==> src/rtl/csq_pkg.sv <==
package csq_pkg;
    localparam int DW       = 8;
    localparam int NUM_SYNC = 2;
    localparam int SIDX_W   = (NUM_SYNC > 1) ? $clog2(NUM_SYNC) : 1;

    // command bit positions (decoded by the behaviour)
    localparam int CB_TX   = 0;
    localparam int CB_DTR  = 1;
    localparam int CB_RX   = 2;
    localparam int CB_BRK  = 3;
    localparam int CB_CLR  = 4;
    localparam int CB_RTS  = 5;
    localparam int CB_IRST = 6;
    localparam int CB_HUNT = 7;
    localparam int MB_ONE_SYNC = 7;

    typedef enum logic [1:0] {
        ST_MODE = 2'd0,
        ST_SYNC = 2'd1,
        ST_CMD  = 2'd2
    } wst_e;

    typedef struct packed {
        wst_e              st;
        logic [SIDX_W-1:0] idx;
        logic [SIDX_W-1:0] last;
    } fsm_s;

    typedef struct packed {
        logic [1:0] stop;
        logic       even;
        logic       pen;
        logic [1:0] len;
        logic [1:0] fac;
    } mode_s;

    typedef struct packed {
        logic hunt;
        logic rts;
        logic brk;
        logic rx;
        logic dtr;
        logic tx;
        logic clr;
    } cmd_s;
endpackage

==> src/rtl/csq_fsm.sv <==
module csq_fsm
    import csq_pkg::*;
(
    input  logic                clk,
    input  logic                rst,
    input  logic                wr_stb,
    input  logic [DW-1:0]       wr_data,
    output logic                mode_we,
    output logic [NUM_SYNC-1:0] sync_we,
    output logic                cmd_we
);
    fsm_s cur_q, nxt_d;

    always_comb begin
        nxt_d   = cur_q;
        mode_we = 1'b0;
        sync_we = '0;
        cmd_we  = 1'b0;
        if (wr_stb) begin
            unique case (cur_q.st)
                ST_MODE: begin
                    mode_we = 1'b1;
                    if (wr_data[1:0] == 2'b00) begin
                        nxt_d.st   = ST_SYNC;
                        nxt_d.idx  = '0;
                        nxt_d.last = wr_data[MB_ONE_SYNC] ? '0
                                                          : SIDX_W'(NUM_SYNC - 1);
                    end else begin
                        nxt_d.st = ST_CMD;
                    end
                end
                ST_SYNC: begin
                    sync_we[cur_q.idx] = 1'b1;
                    if (cur_q.idx == cur_q.last) nxt_d.st  = ST_CMD;
                    else                         nxt_d.idx = cur_q.idx + 1'b1;
                end
                ST_CMD: begin
                    cmd_we = 1'b1;
                    if (wr_data[CB_IRST]) nxt_d.st = ST_MODE;
                end
                default: nxt_d.st = ST_MODE;
            endcase
        end
    end

    always_ff @(posedge clk) begin
        if (rst) cur_q <= '{st: ST_MODE, idx: '0, last: '0};
        else     cur_q <= nxt_d;
    end


    async_to_cmd_chk: assert property (@(posedge clk) disable iff (rst)
        (wr_stb && cur_q.st == ST_MODE && wr_data[1:0] != 2'b00) |=> cur_q.st == ST_CMD);

    sync_done_chk: assert property (@(posedge clk) disable iff (rst)
        (wr_stb && cur_q.st == ST_SYNC && cur_q.idx == cur_q.last) |=> cur_q.st == ST_CMD);

    irst_to_mode_chk: assert property (@(posedge clk) disable iff (rst)
        (cmd_we && wr_data[CB_IRST]) |=> cur_q.st == ST_MODE);

    one_hot_we_chk: assert property (@(posedge clk) disable iff (rst)
        $countones({mode_we, cmd_we, sync_we}) <= 1);
endmodule

==> src/rtl/csq_mode_reg.sv <==
module csq_mode_reg
    import csq_pkg::*;
(
    input  logic                         clk,
    input  logic                         rst,
    input  logic                         mode_we,
    input  logic [NUM_SYNC-1:0]          sync_we,
    input  logic [DW-1:0]                wr_data,
    output mode_s                        mode_o,
    output logic [NUM_SYNC-1:0][DW-1:0]  sync_o
);
    mode_s mode_q, mode_d;
    logic [NUM_SYNC-1:0][DW-1:0] sync_q, sync_d;

    always_comb begin
        mode_d = mode_q;
        if (mode_we) mode_d = mode_s'(wr_data);
    end

    for (genvar g = 0; g < NUM_SYNC; g++) begin : g_sync
        always_comb begin
            sync_d[g] = sync_q[g];
            if (sync_we[g]) sync_d[g] = wr_data;
        end

        always_ff @(posedge clk) begin
            if (rst) sync_q[g] <= '0;
            else     sync_q[g] <= sync_d[g];
        end


        sync_hold_chk: assert property (@(posedge clk) disable iff (rst)
            !sync_we[g] |=> $stable(sync_q[g]));
    end

    always_ff @(posedge clk) begin
        if (rst) mode_q <= '0;
        else     mode_q <= mode_d;
    end

    assign mode_o = mode_q;
    assign sync_o = sync_q;


    mode_hold_chk: assert property (@(posedge clk) disable iff (rst)
        !mode_we |=> $stable(mode_q));
endmodule

==> src/rtl/csq_cmd_reg.sv <==
module csq_cmd_reg
    import csq_pkg::*;
(
    input  logic          clk,
    input  logic          rst,
    input  logic          cmd_we,
    input  logic [DW-1:0] wr_data,
    output cmd_s          cmd_o
);
    cmd_s cmd_q, cmd_d;

    always_comb begin
        cmd_d     = cmd_q;
        cmd_d.clr = 1'b0;
        if (cmd_we) begin
            if (wr_data[CB_IRST]) begin
                cmd_d = '0;
            end else begin
                cmd_d.hunt = wr_data[CB_HUNT];
                cmd_d.rts  = wr_data[CB_RTS];
                cmd_d.brk  = wr_data[CB_BRK];
                cmd_d.rx   = wr_data[CB_RX];
                cmd_d.dtr  = wr_data[CB_DTR];
                cmd_d.tx   = wr_data[CB_TX];
                cmd_d.clr  = wr_data[CB_CLR];
            end
        end
    end

    always_ff @(posedge clk) begin
        if (rst) cmd_q <= '0;
        else     cmd_q <= cmd_d;
    end

    assign cmd_o = cmd_q;


    clr_pulse_chk: assert property (@(posedge clk) disable iff (rst)
        (cmd_we && wr_data[CB_CLR] && !wr_data[CB_IRST]) |=> cmd_q.clr);

    clr_single_chk: assert property (@(posedge clk) disable iff (rst)
        !cmd_we |=> !cmd_q.clr);

    irst_idle_chk: assert property (@(posedge clk) disable iff (rst)
        (cmd_we && wr_data[CB_IRST]) |=> (!cmd_q.rts && !cmd_q.dtr && !cmd_q.tx && !cmd_q.clr));

    modem_hold_chk: assert property (@(posedge clk) disable iff (rst)
        !cmd_we |=> ($stable(cmd_q.rts) && $stable(cmd_q.dtr)));
endmodule

==> src/rtl/ctrl_word_seq.sv <==
module ctrl_word_seq
    import csq_pkg::*;
(
    input  logic                   clk,
    input  logic                   rst,
    input  logic                   wr_stb,
    input  logic [DW-1:0]          wr_data,
    output logic [1:0]             stop_sel,
    output logic                   par_even,
    output logic                   par_en,
    output logic [1:0]             char_len,
    output logic [1:0]             clk_fac,
    output logic                   sync_mode,
    output logic [NUM_SYNC*DW-1:0] sync_chars,
    output logic                   tx_en,
    output logic                   rx_en,
    output logic                   send_brk,
    output logic                   hunt,
    output logic                   err_clr,
    output logic                   rts_n,
    output logic                   dtr_n
);
    logic                        mode_we;
    logic                        cmd_we;
    logic [NUM_SYNC-1:0]         sync_we;
    mode_s                       mode_w;
    cmd_s                        cmd_w;
    logic [NUM_SYNC-1:0][DW-1:0] sync_w;

    csq_fsm u_fsm (
        .clk     (clk),
        .rst     (rst),
        .wr_stb  (wr_stb),
        .wr_data (wr_data),
        .mode_we (mode_we),
        .sync_we (sync_we),
        .cmd_we  (cmd_we)
    );

    csq_mode_reg u_mode (
        .clk     (clk),
        .rst     (rst),
        .mode_we (mode_we),
        .sync_we (sync_we),
        .wr_data (wr_data),
        .mode_o  (mode_w),
        .sync_o  (sync_w)
    );

    csq_cmd_reg u_cmd (
        .clk     (clk),
        .rst     (rst),
        .cmd_we  (cmd_we),
        .wr_data (wr_data),
        .cmd_o   (cmd_w)
    );

    assign stop_sel   = mode_w.stop;
    assign par_even   = mode_w.even;
    assign par_en     = mode_w.pen;
    assign char_len   = mode_w.len;
    assign clk_fac    = mode_w.fac;
    assign sync_mode  = (mode_w.fac == 2'b00);
    assign sync_chars = sync_w;
    assign tx_en      = cmd_w.tx;
    assign rx_en      = cmd_w.rx;
    assign send_brk   = cmd_w.brk;
    assign hunt       = cmd_w.hunt;
    assign err_clr    = cmd_w.clr;
    assign rts_n      = ~cmd_w.rts;
    assign dtr_n      = ~cmd_w.dtr;


    rts_level_chk: assert property (@(posedge clk) disable iff (rst)
        (cmd_we && !wr_data[CB_IRST]) |=> rts_n == !$past(wr_data[CB_RTS]));

    dtr_level_chk: assert property (@(posedge clk) disable iff (rst)
        (cmd_we && !wr_data[CB_IRST]) |=> dtr_n == !$past(wr_data[CB_DTR]));
endmodule

==> config.mk <==
export PLATFORM = sky130hd
export DESIGN_NAME = ctrl_word_seq
export DESIGN_NICKNAME = d
export VERILOG_FILES = /design/src/rtl/csq_pkg.sv /design/src/rtl/csq_fsm.sv /design/src/rtl/csq_mode_reg.sv /design/src/rtl/csq_cmd_reg.sv /design/src/rtl/ctrl_word_seq.sv
export SDC_FILE = /design/constraint.sdc
export NUM_CORES = 1
export LEC_CHECK = 0
export CORE_MARGIN = 3
export CORE_UTILIZATION = 35
export DETAILED_ROUTE_END_ITERATION = 8
export MAX_ROUTING_LAYER = met4
export PLACE_DENSITY = 0.61
export SLEW_MARGIN = 20
export SYNTH_ARGS = -nofsm -noshare
export SYNTH_HDL_FRONTEND = slang
export SYNTH_HIERARCHICAL = 1
export SYNTH_SLANG_ARGS = --single-unit
==> constraint.sdc <==
create_clock -name clk -period 3.3 [get_ports clk]
set_clock_uncertainty 0.15 [all_clocks]
set_input_delay 0.825 -clock clk [delete_from_list [all_inputs] [get_ports clk]]
set_output_delay 0.825 -clock clk [all_outputs]
set_load 0.01 [all_outputs]
* Word level (Yosys, flattened, before mapping) *
Cells that the tools add are included.
Widths: inputs -> output; s select.

storage, ports and cells
  bits in registers = 35
  bits in latches = 0
  RAM bits = 0
  bits in read-only memories = 0
  input bits = 11
  output and inout bits = 32
  logic and storage cells = 56
  memories = 0

operators by class
  $add $sub $neg = 1
  multiply operators = 0
  div/mod/pow operators = 0
  $lt $le $gt $ge = 2
  equal/unequal tests = 7
  shift operators = 0
  mux-type cells = 17
  bitwise gates (word level) = 3
  reduce and logical (&&, ||, !) cells = 9

operator list
  kind                 count
  $mux 2               6
  $mux 1               7
  $mux 7               1
  $logic_not 2->1      3
  $pmux 2 s3           1
  $reduce_and 3->1     2
  $ne 2x1->1 const B   2
  $ne 2x2->1 const B   2
  $reduce_and 4->1     1
  $not 1->1            3
  $reduce_or 3->1      1
  $eq 2x1->1 const B   1
  $eq 2x2->1 const B   1
  $lt 1x2->1 const B   1
  $pmux 1 s2           1
  $reduce_bool 2->1    1
  $add 1x1->1 const B  1
  $demux 1 s1          1
  $eq 1x1->1           1
  $ge 1x1->1 const B   1
  $logic_and 1x1->1    1

* Depth between registers and ports, before layout *
Gate-level depths: netlist (run 1).

  word-level depth = 6
  depth in mapped cells = 5
  mapped depth without buffers = 4

* Hierarchy *
Netlist (run 1), hierarchy kept.

by module, submodules not included
  module         instances  cells an instance  area an instance (sq um)  seq. area each (sq um)
  csq_mode_reg   1          77                 859.6                     480.5
  csq_cmd_reg    1          27                 276.5                     140.1
  csq_fsm        1          26                 234.0                     80.1
  ctrl_word_seq  1          3                  11.3                      0.0

* Worst setup path after synthesis (run 1) *
No wires, ideal clock.

  path kind = in2reg
  from = input port wr_stb
  to = register u_mode.sync_q (netlist bit u_mode/sync_o[10])
  setup time = 0.114 ns
  arrival time = 1.521 ns
  data required time = 3.036 ns
  setup slack = 1.515 ns
  stages on the path = 5
  path buffers = 1
  cells stage by stage = and2b_1 > and3_2 > buf_6 > mux2i_1 > nor2_1

between the ends
  word-level cells in the longest chain between the ends = 1

ends and longest elaborated chain
  item                            RTL line             RTL
  start: declaration              ctrl_word_seq.sv:6   input logic wr_stb,
  $mux 2                          csq_fsm.sv:19        if (wr_stb) begin
  via sync_we[1]                  ctrl_word_seq.sv:25  logic [NUM_SYNC-1:0] sync_we;
  end signal: indexed assignment  csq_mode_reg.sv:28   else sync_q[g] <= sync_d[g];
  end: declaration                csq_mode_reg.sv:13   logic [NUM_SYNC-1:0][DW-1:0] sync_q, sync_d;

The timed path passes the listed nets, and every way through them passes these cells.
A chain may end at the register's enable or synchronous reset.

* Final worst setup path (run 1) *
Same ends and word-level chain as after synthesis.

==> impl_metrics.py, run 1 <==
metrics = {
    "final_layout": {
        "finish.net_count": 190,
        "area.growth.synth_to_final_pct": 39.31,
        "diodes": 0,
        "fill_cells": 358,
        "final_core_util_pct": 51.40,
        "layout-drive-gt1-share_pct": 7.778,
    },
    "grt": {
        "gr-max-usage-layer": "met2",
        "grt_start_max_net_pins": 24,
        "total_gr_overflow": 0,
        "grt.total_usage_pct": 16.22,
        "via_count_of_the_first_global_routing_pass": 1035,
        "grt_antenna_before_repair": 0,
        "grt_use_met2_pct": 23.84,
        "globalRouteMet3Util_pct": 4.376,
        "use_met1_pct": 20.52,
        "wire_length_of_the_first_global_routing_pass_mm": 5.257,
    },
    "outcome": {
        "status": "completed",
    },
    "cts": {
        "post-cts-setup-buffer-count": 0,
        "clock_tree_from_tritoncts": "built",
        "cts-buffers-inserted": 5,
        "cts.clk_slew.worst_paths_ns": 0.06,
        "cts_htree_levels": 2,
        "clockRootBuffer": "sky130_fd_sc_hd__clkbuf_8",
        "clock-sinks": 35,
        "post_cts_hold_buffer_count": 0,
        "post_cts_resized": 0,
        "clock_latency_late_sink_ns": 0.28,
        "clock_path_buffers": 2,
    },
    "worst_setup_path": {
        "setup.worst_path.end_class": "flop",
        "reg2reg_depth": 4,
        "critPathMaxStageDelay_ns": 0.57,
        "critPathArrivalTime_ns": 2.30,
        "worstPathBufferInverterCount": 1,
        "critical_path_required_time_ns": 3.32,
        "critical_path_depth": 5,
        "startpoint_type": "input port",
        "top_cell_family_by_delay_on_the_critical_path": "simple AND/OR/NAND/NOR gates",
        "crit_chain": "clkdlybuf4s50_1, and2b_1, and3_2, mux2i_1, nor2_1",
        "worst-path-max-fanout": 8,
        "worstSetupPathType": "input port to flop",
        "worst_path_slowest_cell": "sky130_fd_sc_hd__clkdlybuf4s50_1",
    },
    "timing": {
        "finalSetupViolCount": 0,
        "post-route-period-util_pct": 69.15,
        "worst_slew_pin_slew_ns": 0.4876,
        "grt_setup_unrepaired": "no",
        "setup_tns_ns": 0,
        "period_minus_slack_ns": 2.282,
        "finalMaxSlewViolations": 0,
        "max_clock_freq_mhz": 438.3,
        "report.final.hold_viol_count": 0,
        "slew_headroom_pct": 67.39,
    },
    "power": {
        "power.leakage_uw": 0.0006977,
        "ir_worst_vdd_uv": 269.6,
        "p_per_area_nw_per_um2": 457.3,
    },
    "routing": {
        "dr.pass1.iters": 4,
        "wirelength_mm": 3.279,
        "vias_per_cell": 4.781,
        "routed-via-count": 1090,
        "route.antenna.remaining_nets": 0,
        "dr.first_iter.drc_count": 66,
        "drt_drc_violations_left": 0,
        "post_drt_wl_per_cell_um": 14.38,
    },
    "synth": {
        "synth_area_um2": 1381,
        "synth_sequential_area_ratio_pct": 50.72,
        "synthArstFlopShare_pct": 0,
        "synth_enable_flop_cells": 0,
        "synth.cells.most_frequent": "35 x sky130_fd_sc_hd__dfxtp_1, 27 x sky130_fd_sc_hd__nor2_1, 25 x sky130_fd_sc_hd__mux2i_1, 9 x sky130_fd_sc_hd__a21oi_1, 8 x sky130_fd_sc_hd__nand3b_1",
        "yosysMostFrequentCell": "sky130_fd_sc_hd__dfxtp_1",
        "top_cell_type_s_share_of_synthesized_area_pct": 50.72,
        "post_synthesis_cell_type_with_the_largest_combined_area": "sky130_fd_sc_hd__dfxtp_1",
        "yosys_register_bits": 35,
        "postSynthAreaPerCell_um2": 10.39,
        "dominantRegCellSynth": "sky130_fd_sc_hd__dfxtp_1",
        "most_area_consuming_cells_after_synthesis": "sky130_fd_sc_hd__dfxtp_1 51%, sky130_fd_sc_hd__mux2i_1 18%, sky130_fd_sc_hd__nor2_1 7.3%",
        "postSynthCellCount": 133,
        "synth_fp_nets": 144,
        "yosys_warnings": 6,
        "synth_cell_types": 21,
    },
    "place": {
        "post-dp-hpwl_mm": 2.321,
        "gp_congestion": 0.6826,
        "io_buffer_count": 42,
    },
    "floorplanning": {
        "core_um2": 3744,
        "die_height_um": 68.82,
        "fp-row-count": 22,
        "dieArea_um2": 4736,
        "fp.dieW_um": 68.82,
        "initial_core_util_pct": 36.90,
        "design.portCount": 43,
    },
    "job": {
        "max-cap-violations": 0,
    },
    "min_path": {
        "worst_hold_path_class": "flop to flop",
        "whs_path_depth": 2,
    },
}
==> path summary, 6_finish.rpt <==
check            startpoint           endpoint  slack, ns
max                  wr_stb  u_mode/sync_o[10]       1.02
min          u_cmd/cmd_o[4]     u_cmd/cmd_o[4]       0.32
max reg2reg  u_fsm/cur_q[3]  u_mode/sync_o[10]       1.73
min reg2reg  u_cmd/cmd_o[4]     u_cmd/cmd_o[4]       0.32
==> report_power, final <==
group          internal (µW)  switching (µW)
clock network            190             143
registers                436            9.66
logic                   54.2            47.6
==> metal layers <==
| layer | share of wire (%) | vias up |
|---|---|---|
| li1 | - | 544 |
| met1 | 45 | 506 |
| met2 | 48 | 33 |
| met3 | 4.4 | 7 |
| met4 | 2.1 | 0 |
| met5 | 0 | - |
==> tightest hold or removal path, stage by stage (launching register included) <==
cell                       delay, ns
sky130_fd_sc_hd__dfxtp_1        0.31
sky130_fd_sc_hd__nand2b_1       0.06
sky130_fd_sc_hd__a21oi_1        0.05
==> through the flow <==
stage / worst slack [ns] / hold slack (ns) / cell area, µm² / power, µW / std cells
after global routing: 0.9105 / 0.3412 / 1924 / 921.0 / 228
after CTS: 1.008 / 0.3202 / 1924 / 892.6 / 228
after global placement: 0.7880 / 0.3070 / 1824 / 555.2 / 220
after detailed placement: 0.7111 / 0.3089 / 1824 / 557.4 / 220
after floorplan: 1.515 / 0.2890 / 1381 / 504.1 / 133
final: 1.018 / 0.3175 / 1924 / 880.0 / 228
==> sequential cells by signal, indices dropped and copies added (netlist names) <==
signal	flops
u_cmd/cmd_o	7
u_fsm/cur_q	4
u_mode/mode_o	8
u_mode/sync_o	16
==> area by class of cell <==
type,count,area [µm²],area share (%)
Clock buffer,8,100.1,5.202
Inverter,3,11.26,0.5852
Multi-Input combinational cell,89,609.3,31.66
Sequential cell,35,700.7,36.41
Tap cell,48,60.06,3.121
Timing Repair Buffer,45,442.9,23.02
==> logic make-up after synthesis <==
kind of cell    Yosys count  share of synthesized area, %
simple gates             51                         20.38
compound gates           12                         4.981
buf+inv                   9                         5.162
mux                      25                         18.12
flops                    35                         50.72
xor+xnor                  1                        0.6342
==> layout by cell type (no fill, tap or decap), types with 2 or more instances in the layout <==
master / n
sky130_fd_sc_hd__clkdlybuf4s50_1: 42
sky130_fd_sc_hd__dfxtp_1: 35
sky130_fd_sc_hd__nor2_1: 27
sky130_fd_sc_hd__mux2i_1: 25
sky130_fd_sc_hd__a21oi_1: 9
sky130_fd_sc_hd__nand3b_1: 8
sky130_fd_sc_hd__clkbuf_8: 7
sky130_fd_sc_hd__nand2b_1: 7
sky130_fd_sc_hd__inv_1: 3
sky130_fd_sc_hd__buf_4: 3
sky130_fd_sc_hd__nor3_1: 2
(Power assumes the default switching activity.)
==> inputs of run 2 (changes only) <==
PLACE_DENSITY = 0.63   (was 0.61)
clock period = 2 ns   (was 3.3 ns; I/O delays follow)
==> impl_metrics.py, run 2 (synthesized netlist as in run 1, its figures left out) <==
metrics = {
    "outcome": {
        "status": "completed",
    },
    "timing": {
        "finalMaxSlewViolations": 0,
        "max_clock_freq_mhz": 528.9,
        "postLayoutSetupSlackWorst_ns": 0.1094,
        "period_minus_slack_ns": 1.891,
        "finalSetupViolCount": 0,
        "post-route-period-util_pct": 94.53,
        "slew_headroom_pct": 80.12,
        "report.final.hold_viol_count": 0,
        "hold_slack_ns": 0.3172,
        "grt_setup_unrepaired": "no",
        "worst_slew_pin_slew_ns": 0.2972,
    },
    "cts": {
        "cts-buffers-inserted": 5,
        "post-cts-setup-buffer-count": 0,
        "cts_htree_levels": 2,
        "clock-sinks": 35,
        "clockRootBuffer": "sky130_fd_sc_hd__clkbuf_8",
        "clock_tree_from_tritoncts": "built",
        "post_cts_hold_buffer_count": 0,
        "clock_latency_late_sink_ns": 0.28,
        "clock_path_buffers": 2,
        "cts.clk_slew.worst_paths_ns": 0.07,
        "post_cts_resized": 0,
    },
    "final_layout": {
        "diodes": 0,
        "area.growth.synth_to_final_pct": 44.20,
        "final_common_cell": "sky130_fd_sc_hd__clkdlybuf4s50_1",
        "final_cell_mix": "42 x sky130_fd_sc_hd__clkdlybuf4s50_1, 35 x sky130_fd_sc_hd__dfxtp_1, 27 x sky130_fd_sc_hd__nor2_1, 25 x sky130_fd_sc_hd__mux2i_1, 12 x sky130_fd_sc_hd__buf_4",
        "fill_cells": 347,
        "final_core_util_pct": 53.21,
        "finish.net_count": 199,
        "largest_register_ffs": 16,
        "layout-drive-gt1-share_pct": 12.17,
    },
    "worst_setup_path": {
        "worstSetupPathType": "flop to output pin",
        "r2r_setup_slack_ns": 0.45,
        "startpoint_type": "flop",
        "reg2reg_depth": 5,
        "critPathArrivalTime_ns": 1.24,
        "critical_path_required_time_ns": 1.35,
        "setup.worst_path.end_class": "output pin",
        "setup.worst_path.end": "sync_mode",
        "startpoint": "u_mode/mode_o[1]",
        "regToRegEndpoint": "u_mode/sync_o[4]",
        "worst-path-max-fanout": 3,
        "timing.rr.start": "u_fsm/cur_q[2]",
    },
    "grt": {
        "total_gr_overflow": 0,
        "via_count_of_the_first_global_routing_pass": 1085,
        "wire_length_of_the_first_global_routing_pass_mm": 5.313,
        "grt.total_usage_pct": 16.19,
        "grt_start_max_net_pins": 20,
        "grt_antenna_before_repair": 0,
    },
    "power": {
        "p_per_area_nw_per_um2": 738.8,
        "power.leakage_uw": 0.0007413,
        "ir_worst_vdd_uv": 403.0,
        "design_power_total_uw": 1472,
    },
    "place": {
        "io_buffer_count": 42,
        "pre_cts_ws_ns": -0.1241,
        "post-dp-hpwl_mm": 2.516,
        "gp_congestion": 0.7444,
    },
    "routing": {
        "dr.first_iter.drc_count": 44,
        "route.antenna.remaining_nets": 0,
        "drt_drc_violations_left": 0,
        "dr.pass1.iters": 2,
        "post_drt_wl_per_cell_um": 14.23,
        "wirelength_mm": 3.373,
        "vias_per_cell": 4.726,
        "routed-via-count": 1120,
    },
    "min_path": {
        "whs_path_depth": 2,
        "worst_hold_path_class": "flop to flop",
    },
    "job": {
        "max-cap-violations": 0,
    },
    "floorplanning": {
        "core_um2": 3744,
        "fp-row-count": 22,
        "fp.dieW_um": 68.82,
        "initial_core_util_pct": 36.90,
        "die_height_um": 68.82,
        "design.portCount": 43,
        "dieArea_um2": 4736,
    },
}
run 2: worst min-delay path by stage:
stage,start,endpoint
finish,u_cmd/cmd_o[5],u_cmd/cmd_o[5]
global route,u_cmd/cmd_o[2],u_cmd/cmd_o[2]
CTS,u_cmd/cmd_o[5],u_cmd/cmd_o[5]
detailed placement,u_cmd/cmd_o[5],u_cmd/cmd_o[5]
global placement,u_cmd/cmd_o[6],u_cmd/cmd_o[6]
floorplan,u_cmd/cmd_o[2],u_cmd/cmd_o[2]
run 2: per-stage QoR:
stage               TNS (ns)  instance area, µm²  cells
CTS                        0                1992    237
global placement     -0.8564                1892    229
detailed placement    -1.656                1892    229
floorplan                  0                1381    133
global route               0                1992    237
finish                     0                1992    237
run 2: area by class of cell:
type,instances,area (µm²),area share [%]
well taps,48,60.06,3.015
clock buffers,8,100.1,5.025
inverters,3,11.26,0.5653
flip-flops and latches,35,700.7,35.18
repair buffers,54,510.5,25.63
multi-input cells,89,609.3,30.59
run 2: critical path, stage by stage (launching register included):
cell	delay (ns)
sky130_fd_sc_hd__dfxtp_1	0.32
sky130_fd_sc_hd__nor2_1	0.10
sky130_fd_sc_hd__clkdlybuf4s50_1	0.54
run 2: power breakdown:
| part | internal [µW] | switching (µW) |
|---|---|---|
| sequential | 719 | 14.2 |
| combinational | 101 | 82.1 |
| clock | 314 | 241 |
run 2: routing by layer:
| layer | wire length (µm) | GRT usage [%] |
|---|---|---|
| met2 | 1650 | 25.15 |
| met3 | 132 | 5.348 |
| met1 | 1528 | 18.89 |
| met5 | 0 | - |
| met4 | 61 | 7.543 |
